`src/rtl/slp_pkg.sv`:
```
package slp_pkg;
   typedef enum logic [1:0] {
      ST_RUN    = 2'd0,
      ST_SLEEP  = 2'd1,
      ST_PWRUP  = 2'd2,
      ST_SETTLE = 2'd3
   } slp_state_t;
endpackage

```
`src/rtl/slp_wake_qual.sv`:
```
module slp_wake_qual #(
   parameter int HIGH_MIN = 2
) (
   input  logic clk,
   input  logic rst_n,
   input  logic cs_used,
   input  logic master_sel,
   input  logic cs_n,
   input  logic sdio_in,
   input  logic instr_rx,
   output logic wake_hit
);
   logic qual_fall;

   generate
      if (HIGH_MIN == 0) begin : g_any_fall
         logic sd_q;
         always_ff @(posedge clk or negedge rst_n) begin
            if (!rst_n) sd_q <= 1'b0;
            else        sd_q <= sdio_in;
         end
         assign qual_fall = sd_q & ~sdio_in;
      end else begin : g_timed_fall
         localparam int HI_W = $clog2(HIGH_MIN + 1);
         localparam logic [HI_W-1:0] HI_SAT = HI_W'(HIGH_MIN);
         logic [HI_W-1:0] hi_cnt;
         always_ff @(posedge clk or negedge rst_n) begin
            if (!rst_n)                          hi_cnt <= '0;
            else if (!sdio_in)                   hi_cnt <= '0;
            else if (hi_cnt != HI_SAT)           hi_cnt <= hi_cnt + 1'b1;
         end
         assign qual_fall = ~sdio_in & (hi_cnt >= HI_SAT);
      end
   endgenerate

   always_comb begin
      if (cs_used)         wake_hit = ~cs_n;
      else if (master_sel) wake_hit = qual_fall;
      else                 wake_hit = instr_rx;
   end
endmodule

```
`src/rtl/slp_seq.sv`:
```
module slp_seq
   import slp_pkg::*;
#(
   parameter int              MODE_W     = 3,
   parameter int              PWRUP_CYC  = 16,
   parameter logic [MODE_W-1:0] SLEEP_CODE = 3'b110,
   parameter logic [MODE_W-1:0] RST_MODE   = 3'b000
) (
   input  logic              clk,
   input  logic              rst_n,
   input  logic              mode_wr,
   input  logic [MODE_W-1:0] mode_val,
   input  logic              wake_hit,
   input  logic              conv_done,
   output slp_state_t        state,
   output logic              ser_en,
   output logic [MODE_W-1:0] eff_mode,
   output logic              settle_done
);
   localparam int CNT_W = $clog2(PWRUP_CYC);
   localparam logic [CNT_W-1:0] CNT_LAST = CNT_W'(PWRUP_CYC - 1);

   logic [CNT_W-1:0]  pu_cnt;
   logic [MODE_W-1:0] pend_mode;
   logic              wr_sleep;

   assign wr_sleep    = mode_wr & (mode_val == SLEEP_CODE);
   assign settle_done = (state == ST_SETTLE) & conv_done & ~mode_wr;

   always_ff @(posedge clk or negedge rst_n) begin
      if (!rst_n) begin
         state     <= ST_RUN;
         ser_en    <= 1'b1;
         eff_mode  <= RST_MODE;
         pend_mode <= RST_MODE;
         pu_cnt    <= '0;
      end else begin
         unique case (state)
            ST_RUN: begin
               if (mode_wr) eff_mode <= mode_val;
               if (wr_sleep) begin
                  state  <= ST_SLEEP;
                  ser_en <= 1'b0;
               end
            end
            ST_SLEEP: begin
               if (!ser_en) begin
                  if (wake_hit) ser_en <= 1'b1;
               end else if (mode_wr && !wr_sleep) begin
                  pend_mode <= mode_val;
                  pu_cnt    <= '0;
                  state     <= ST_PWRUP;
               end
            end
            ST_PWRUP: begin
               if (wr_sleep) begin
                  state  <= ST_SLEEP;
                  ser_en <= 1'b0;
               end else begin
                  if (mode_wr) pend_mode <= mode_val;
                  if (pu_cnt == CNT_LAST) state  <= ST_SETTLE;
                  else                    pu_cnt <= pu_cnt + 1'b1;
               end
            end
            ST_SETTLE: begin
               if (wr_sleep) begin
                  state  <= ST_SLEEP;
                  ser_en <= 1'b0;
               end else if (mode_wr) begin
                  pend_mode <= mode_val;
               end else if (conv_done) begin
                  eff_mode <= pend_mode;
                  state    <= ST_RUN;
               end
            end
            default: state <= ST_RUN;
         endcase
      end
   end
endmodule

```
`src/rtl/slp_drdy_gate.sv`:
```
module slp_drdy_gate
   import slp_pkg::*;
(
   input  logic       clk,
   input  logic       rst_n,
   input  slp_state_t state,
   input  logic       settle_done,
   input  logic       conv_done,
   output logic       drdy_block
);
   logic second_pend;

   always_ff @(posedge clk or negedge rst_n) begin
      if (!rst_n)                           second_pend <= 1'b0;
      else if (settle_done)                 second_pend <= 1'b1;
      else if (state != ST_RUN)             second_pend <= 1'b0;
      else if (conv_done)                   second_pend <= 1'b0;
   end

   assign drdy_block = (state != ST_RUN) | second_pend;
endmodule

```
`src/rtl/slp_ctrl.sv`:
```
module slp_ctrl
   import slp_pkg::*;
#(
   parameter int                MODE_W     = 3,
   parameter int                PWRUP_CYC  = 16,
   parameter int                HIGH_MIN   = 2,
   parameter logic [MODE_W-1:0] SLEEP_CODE = 3'b110,
   parameter logic [MODE_W-1:0] RST_MODE   = 3'b000
) (
   input  logic              clk,
   input  logic              rst_n,
   input  logic              cs_used,
   input  logic              master_sel,
   input  logic              cs_n,
   input  logic              sdio_in,
   input  logic              instr_rx,
   input  logic              mode_wr,
   input  logic [MODE_W-1:0] mode_val,
   input  logic              conv_done,
   output logic              analog_pd,
   output logic              digital_pd,
   output logic              ser_en,
   output logic [MODE_W-1:0] eff_mode,
   output logic              drdy_block
);
   generate
      if (PWRUP_CYC < 2) begin : g_bad_pwrup
         $error("slp_ctrl: PWRUP_CYC must be at least 2");
      end
      if (HIGH_MIN < 0) begin : g_bad_high
         $error("slp_ctrl: HIGH_MIN must not be negative");
      end
      if (MODE_W < 2) begin : g_bad_width
         $error("slp_ctrl: MODE_W too narrow");
      end
      if (RST_MODE == SLEEP_CODE) begin : g_bad_rst
         $error("slp_ctrl: reset mode must not be the sleep code");
      end
   endgenerate

   slp_state_t state;
   logic       wake_hit;
   logic       settle_done;

   slp_wake_qual #(.HIGH_MIN(HIGH_MIN)) u_wake (
      .clk        (clk),
      .rst_n      (rst_n),
      .cs_used    (cs_used),
      .master_sel (master_sel),
      .cs_n       (cs_n),
      .sdio_in    (sdio_in),
      .instr_rx   (instr_rx),
      .wake_hit   (wake_hit)
   );

   slp_seq #(
      .MODE_W     (MODE_W),
      .PWRUP_CYC  (PWRUP_CYC),
      .SLEEP_CODE (SLEEP_CODE),
      .RST_MODE   (RST_MODE)
   ) u_seq (
      .clk         (clk),
      .rst_n       (rst_n),
      .mode_wr     (mode_wr),
      .mode_val    (mode_val),
      .wake_hit    (wake_hit),
      .conv_done   (conv_done),
      .state       (state),
      .ser_en      (ser_en),
      .eff_mode    (eff_mode),
      .settle_done (settle_done)
   );

   slp_drdy_gate u_gate (
      .clk         (clk),
      .rst_n       (rst_n),
      .state       (state),
      .settle_done (settle_done),
      .conv_done   (conv_done),
      .drdy_block  (drdy_block)
   );

   assign analog_pd  = (state == ST_SLEEP);
   assign digital_pd = (state == ST_SLEEP);
endmodule

```
`config.mk`:
```
export PLATFORM = sky130hd
export DESIGN_NAME = slp_ctrl
export DESIGN_NICKNAME = d
export VERILOG_FILES = /design/src/rtl/slp_pkg.sv /design/src/rtl/slp_wake_qual.sv /design/src/rtl/slp_seq.sv /design/src/rtl/slp_drdy_gate.sv /design/src/rtl/slp_ctrl.sv
export SDC_FILE = /design/constraint.sdc
export NUM_CORES = 1
export LEC_CHECK = 0
export BUFFER_PORTS_ARGS = -buffer_cell sky130_fd_sc_hd__buf_2
export CORE_ASPECT_RATIO = 1.2
export CORE_UTILIZATION = 25
export CTS_CLUSTER_DIAMETER = 50
export DETAILED_ROUTE_END_ITERATION = 7
export PLACE_DENSITY = 0.4
export SLEW_MARGIN = 30
export SYNTH_ARGS = -nofsm -noshare
export SYNTH_HDL_FRONTEND = slang
export SYNTH_SLANG_ARGS = --single-unit
```
`constraint.sdc`:
```
create_clock -name clk -period 4.2 [get_ports clk]
set_clock_uncertainty 0.05 [all_clocks]
set_input_delay 0.21 -clock clk [delete_from_list [all_inputs] [get_ports clk]]
set_output_delay 0.21 -clock clk [all_outputs]
set_load 0.005 [all_outputs]
```
==> results.yml, run 1 <==
worst_setup_path:
  type_of_the_worst_setup_path: "flop to flop"
  cp-start-kind: "flop"
  worst-endpoint-required_ns: 4.28
  worst_r2r_endpoint: "u_seq.eff_mode[1]"
  worstPathArrival_ns: 1.69
  rr_worst_depth: 3
  worst_r2r_startpoint: "u_seq.state[0]"
  worst_setup_path_end_kind: "flop"
  path_max_fanout: 13
  ff2ff_setup_slack_ns: 2.60
timing:
  final_critical_path_setup_slack_ns: 2.596
  finalHoldViolCount: 0
  grt_setup_unrepaired: "no"
  timing.final.max_slew_violations: 0
  timing.slew.headroom_pct: 75.31
  fin_tns_setup_ns: 0
  worst-slew-pin-transition_ns: 0.3703
  setup-violations-final: 0
  max_clock_freq_ghz: 0.6234
  final_min_period_over_clock_period_pct: 38.19
  period_needed_ns: 1.604
global_routing:
  first_global_vias: 697
  grt_first_pass_wirelength_um: 3063
  antenna_violations_before_repair: 0
  grt_start_max_net_pins: 17
  grt.overflow.total: 0
  groute.usage.overall_pct: 10.82
layout:
  areaGrowthSynthToFinish_pct: 21.24
  design_area_um2: 1050
  most-common-layout-cells: "sky130_fd_sc_hd__buf_2 (18), sky130_fd_sc_hd__dfrtp_1 (15), sky130_fd_sc_hd__o21ai_0 (9)"
  post_route_cells_drive_above_1_share_pct: 30.39
  layout.cells.most_common: "sky130_fd_sc_hd__buf_2"
  final_nets: 117
  diodes: 0
  finished_layout_cells: 139
drt:
  finalWirelength_um: 1827
  first_iter_violations: 14
  num_vias: 652
  wl_per_cell_um: 13.14
  drt_drc_violations_left: 0
  drt_first_pass_iters: 3
  ant_nets: 0
  via_per_inst: 4.691
floorplan:
  dieHeight_um: 66.47
  initial_utilization_pct: 26.16
  floorplan.die.width_um: 55.72
  floorplan.io_pins: 19
  coreArea_um2: 3309
  floorplan.die_area_um2: 3703
  fp-row-count: 23
clock_tree:
  post_cts_resize_count: 0
  cts_post_setup_buffers_inserted: 0
  ctsHoldBuffers: 1
  clock_latency_ns: 0.24
  cts_tree: "done"
  numClockSinks: 16
  clock_tree.root_cell: "sky130_fd_sc_hd__clkbuf_8"
  cts-root-to-sink-buffers: 2
  num_cts_buffers: 3
  clk_transition_reported_paths_ns: 0.06
  htreeDepth: 1
synthesis:
  synth_sequential_area_ratio_pct: 46.39
  synth_adder_area_share_pct: 2.890
  dominant_combinational_cell_family_by_area_after_synthesis: "simple AND/OR/NAND/NOR gates"
  mappedNetlistArea_um2: 865.8
  synthCells: 82
  synth_fp_nets: 96
  synthSimpleGateAreaFrac_pct: 20.66
  syn_area_per_cell_um2: 10.56
  synth_seq_cells: 16
  synth_xor_xnor_area_share_pct: 1.012
  post_synth_mux_area_share_pct: 12.86
  synth_warnings: 0
  synth-compound-area-share_pct: 12.86
  synthDistinctLibCells: 32
placed_design:
  numPlacedInstances: 134
  port_buffers: 18
  finalWeightedCongestion: 0.7031
  detailedPlace.worstSlack_ns: 2.595
  dp.final_hpwl_um: 1361
  placedInstanceArea_um2: 984.7
power_and_ir_drop:
  leakage_nw: 0.4818
  pwr_density_cell_nw_per_um2: 507.4
  vdd_ir_drop_max_mv: 0.3195
hold_path:
  worstHoldEndpoint: "u_wake.g_timed_fall.hi_cnt[0]"
  hold_path.startpoint: "sdio_in"
  min_path_cells: 2
  holdCritPathClass: "input port to flop"
run:
  drv_cap: 0
run_status:
  status: "completed"
==> registers in the layout, indices dropped and copies added, names as in the netlist <==
name,count
u_wake.g_timed_fall.hi_cnt,2
u_gate.second_pend,1
u_seq.pend_mode,3
u_seq.pu_cnt,4
u_seq.eff_mode,3
u_seq.state,2
u_seq.ser_en,1
==> cell families after synthesis <==
| family | Yosys count |
|---|---|
| mux | 10 |
| buf+inv | 6 |
| fa+ha+maj | 2 |
| simple gates | 28 |
| compound gates | 19 |
| xor+xnor | 1 |
| flops | 16 |
==> stage by stage <==
stage                     hold slack (ns)  utilization (%)  power [mW]
after floorplan                   -0.1356                -      0.3509
after global placement             0.1061            29.75      0.4013
after detailed placement           0.1047            29.75      0.4027
after CTS                          0.1376            31.72      0.5465
after global routing               0.1446            31.72      0.5820
final                              0.1441            31.72      0.5327
==> power by group <==
| part | switching (mW) | leakage [nW] | total [mW] | internal [mW] |
|---|---|---|---|---|
| registers | 0.0492 | 0.199 | 0.258 | 0.209 |
| logic | 0.0639 | 0.254 | 0.140 | 0.0759 |
| clock network | 0.0518 | 0.0288 | 0.135 | 0.0830 |
| total | 0.165 | 0.482 | 0.533 | 0.368 |
==> worst max-delay path by stage <==
stage                   startpoint                 end  slack (ns)  cells after the start
floorplan             u_seq.ser_en  u_seq.pend_mode[0]        2.72                      3
global placement    u_seq.state[0]   u_seq.eff_mode[1]        2.62                      3
detailed placement  u_seq.state[0]   u_seq.eff_mode[1]        2.60                      3
CTS                 u_seq.state[0]   u_seq.eff_mode[1]        2.58                      3
global route        u_seq.state[0]   u_seq.eff_mode[1]        2.51                      3
finish              u_seq.state[0]   u_seq.eff_mode[1]        2.60                      3
==> metal layers <==
metal  vias to the layer above  track usage (%)  wire [µm]
met5                         -                0          0
met4                         0            2.813         17
met3                         2            3.495         59
met2                         8            19.28        872
met1                       296            12.52        878
li1                        346                -          -
==> Yosys cell counts <==
cell | number | area share (%)
sky130_fd_sc_hd__or3b_4 | 1 | 1.3
sky130_fd_sc_hd__nand4b_1 | 2 | 2.0
sky130_fd_sc_hd__a31oi_1 | 2 | 1.4
sky130_fd_sc_hd__nand3b_1 | 1 | 0.87
sky130_fd_sc_hd__and4b_1 | 2 | 2.3
sky130_fd_sc_hd__a21oi_1 | 4 | 2.3
sky130_fd_sc_hd__nor4bb_1 | 1 | 1.2
sky130_fd_sc_hd__inv_1 | 3 | 1.3
sky130_fd_sc_hd__buf_4 | 1 | 0.87
sky130_fd_sc_hd__dfstp_2 | 1 | 3.0
sky130_fd_sc_hd__ha_1 | 2 | 2.9
sky130_fd_sc_hd__mux2_1 | 4 | 5.2
sky130_fd_sc_hd__mux2i_1 | 1 | 1.2
sky130_fd_sc_hd__or3_1 | 1 | 0.72
sky130_fd_sc_hd__buf_2 | 2 | 1.2
sky130_fd_sc_hd__nand4_1 | 1 | 0.72
sky130_fd_sc_hd__o21ai_0 | 9 | 5.2
sky130_fd_sc_hd__nand3_1 | 2 | 1.2
sky130_fd_sc_hd__and2_1 | 1 | 0.72
sky130_fd_sc_hd__a31o_2 | 1 | 1.0
sky130_fd_sc_hd__dfrtp_1 | 15 | 43
sky130_fd_sc_hd__nor2b_1 | 4 | 2.9
sky130_fd_sc_hd__a32oi_1 | 1 | 1.0
sky130_fd_sc_hd__a311oi_1 | 1 | 1.0
sky130_fd_sc_hd__nor2_1 | 3 | 1.3
sky130_fd_sc_hd__and3b_2 | 1 | 1.2
sky130_fd_sc_hd__and3b_1 | 1 | 1.0
sky130_fd_sc_hd__xnor2_1 | 1 | 1.0
sky130_fd_sc_hd__mux2_2 | 5 | 6.5
sky130_fd_sc_hd__and3_1 | 1 | 0.72
sky130_fd_sc_hd__o31ai_1 | 1 | 0.87
sky130_fd_sc_hd__nand2_1 | 6 | 2.6
==> layout make-up <==
class,count,area (µm²)
fill,342,2260
multi-input combinational,60,435.4
clock buffer,4,55.05
tap,37,46.29
inverter,3,11.26
sequential,16,401.6
timing repair buffer,19,100.1
==> worst max-delay path: stages (launching register included) <==
cell and delay [ns]:
sky130_fd_sc_hd__dfrtp_1 0.50, sky130_fd_sc_hd__and4b_1 0.30, sky130_fd_sc_hd__a21oi_1 0.27, sky130_fd_sc_hd__mux2_2 0.37
Note: power is estimated with default switching activity, not from simulation.
==> run 2, diff against run 1 <==
Settings changed: PLACE_DENSITY 0.4 to 0.41.
Clock period 4.2 ns to 1.4 ns, I/O delays scaled along.
==> run 2 against run 1 <==
Against the previous run:
- the run now ends with setup timing left
- cell area increased by 12%
- global-route usage grew 0.88 points
- routed wire length is 10% higher
- critical endpoint is now u_seq.pend_mode[2]
- largest power group unchanged
==> results.yml, run 2 (same netlist as run 1, synthesis figures left out) <==
global_routing:
  grt.overflow.total: 0
  grt_start_max_net_pins: 17
  antenna_violations_before_repair: 0
  first_global_vias: 750
  groute.usage.overall_pct: 11.70
  grt_first_pass_wirelength_um: 3408
hold_path:
  holdCritPathClass: "input port to flop"
  min_path_cells: 2
  hold_path.startpoint: "sdio_in"
drt:
  via_per_inst: 4.808
  finalWirelength_um: 2014
  first_iter_violations: 19
  wl_per_cell_um: 13.34
  drt_drc_violations_left: 0
  drt_first_pass_iters: 3
  ant_nets: 0
  num_vias: 726
clock_tree:
  clk_transition_reported_paths_ns: 0.06
  cts_tree: "done"
  htreeDepth: 1
  clock_latency_ns: 0.24
  cts-root-to-sink-buffers: 2
  clock_tree.root_cell: "sky130_fd_sc_hd__clkbuf_8"
  num_cts_buffers: 3
  numClockSinks: 16
worst_setup_path:
  slowest_delay_ns: 0.54
  sequence_of_cells_on_the_critical_path: "a21oi_2 -> or3b_4 -> mux2_1"
  worstPathArrival_ns: 1.56
  startpoint_of_the_worst_setup_timing_path: "u_seq.ser_en"
  type_of_the_worst_setup_path: "flop to flop"
  timing.critical_path.buf_inv: 0
  critical_path.top_delay_family: "flip-flops"
  path_max_fanout: 4
  worst_r2r_startpoint: "u_seq.ser_en"
  worst-endpoint-required_ns: 1.48
  cp-start-kind: "flop"
  critPathSlowestCell: "sky130_fd_sc_hd__dfstp_2"
  worst-path-stages: 3
  worst_setup_path_end_kind: "flop"
  rr_worst_depth: 3
timing:
  final_critical_path_setup_slack_ns: -0.08379
  setup-violations-final: 4
  max_clock_freq_ghz: 0.6740
  worst-slew-pin-transition_ns: 0.3934
  finalHoldViolCount: 0
  final_min_period_over_clock_period_pct: 106.0
  timing.slew.headroom_pct: 73.77
  whs_ns: 0.007227
  timing.final.max_slew_violations: 0
  period_needed_ns: 1.484
  grt_setup_unrepaired: "yes"
layout:
  largest_register_ffs: 4
  post_route_cells_drive_above_1_share_pct: 45.61
  postLayoutCoreUtil_pct: 35.61
  finished_layout_cells: 151
  register_area_um2: 404.1
  layout.cells.most_common: "sky130_fd_sc_hd__buf_2"
  max_flop_register: "u_seq.pu_cnt"
  diodes: 0
  fill_cells: 339
  most-common-layout-cells: "sky130_fd_sc_hd__buf_2 (18), sky130_fd_sc_hd__dfrtp_1 (13), sky130_fd_sc_hd__buf_4 (11)"
  multi_input_area_um2: 467.9
  final_nets: 129
  layout_top_registers: "u_seq.pu_cnt (4), u_seq.eff_mode (3), u_seq.pend_mode (3)"
  areaGrowthSynthToFinish_pct: 36.13
floorplan:
  coreArea_um2: 3309
  fp-row-count: 23
  floorplan.die.width_um: 55.72
  floorplan.io_pins: 19
  floorplan.die_area_um2: 3703
  dieHeight_um: 66.47
  initial_utilization_pct: 26.16
power_and_ir_drop:
  vdd_ir_drop_max_mv: 0.6338
  pwr_density_cell_nw_per_um2: 1480
  total_power_mw: 1.744
  leakage_nw: 0.5640
placed_design:
  dp.final_hpwl_um: 1510
  numPlacedInstances: 145
  port_buffers: 18
  finalWeightedCongestion: 0.7145
  detailedPlace.worstSlack_ns: -0.07989
run_status:
  failed_checks: "setup timing"
  status: "finished, violations left"
run:
  drv_cap: 0
## run 2: path summary, 6_finish.rpt
check | slack [ns] | to
hold / removal | 0.007 | u_wake.g_timed_fall.hi_cnt[0]
setup / recovery | -0.08 | u_seq.pend_mode[2]
min in group asynchronous | 0.23 | u_seq.pu_cnt[2]
max in group asynchronous | 0.75 | u_seq.ser_en
setup reg to reg | -0.08 | u_seq.pend_mode[2]
hold reg to reg | 0.44 | u_seq.pend_mode[2]
## run 2: area by class of cell
cell class                 count  share of cell area, %
sequential                    16                  34.29
inverter                       3                 0.9554
tap                           37                  3.928
multi-input combinational     60                  39.70
clock buffer                   4                  4.671
timing repair buffer          31                  16.45
## run 2: timing repair
action                     in CTS  in global routing
pin swaps                       1                  0
hold buffers                    1                  0
hold endpoints to repair       15                  0
setup buffers                   1                  0
setup endpoints to repair       9                 10
gates resized for setup         7                  7
## run 2: worst register-to-register path, stage by stage, from the launching register on
cell and delay, ns:
sky130_fd_sc_hd__dfstp_2 0.54, sky130_fd_sc_hd__a21oi_2 0.05, sky130_fd_sc_hd__or3b_4 0.41, sky130_fd_sc_hd__mux2_1 0.32
## run 2: report_power, final
part / total (mW) / leakage [nW] / switching (mW) / internal, mW
clock: 0.409 / 0.0288 / 0.160 / 0.249
combinational: 0.579 / 0.339 / 0.241 / 0.338
sequential: 0.756 / 0.196 / 0.128 / 0.628
## run 2: stage by stage
step / setup TNS [ns] / cell area (µm²)
6_report: -0.2866 / 1179
5_1_grt: -0.4667 / 1179
4_1_cts: -0.2927 / 1161
3_5_place_dp: -0.3233 / 1067
3_3_place_gp: -0.2766 / 1067
2_1_floorplan: -0.2266 / 865.8
## run 2: per-layer routing
metal | vias to the layer above | track usage, % | wire length, µm
li1 | 365 | - | -
met1 | 351 | 14.56 | 953
met2 | 8 | 20.33 | 1002
met3 | 2 | 2.330 | 42
met4 | 0 | 3.750 | 15
met5 | - | 0 | 0
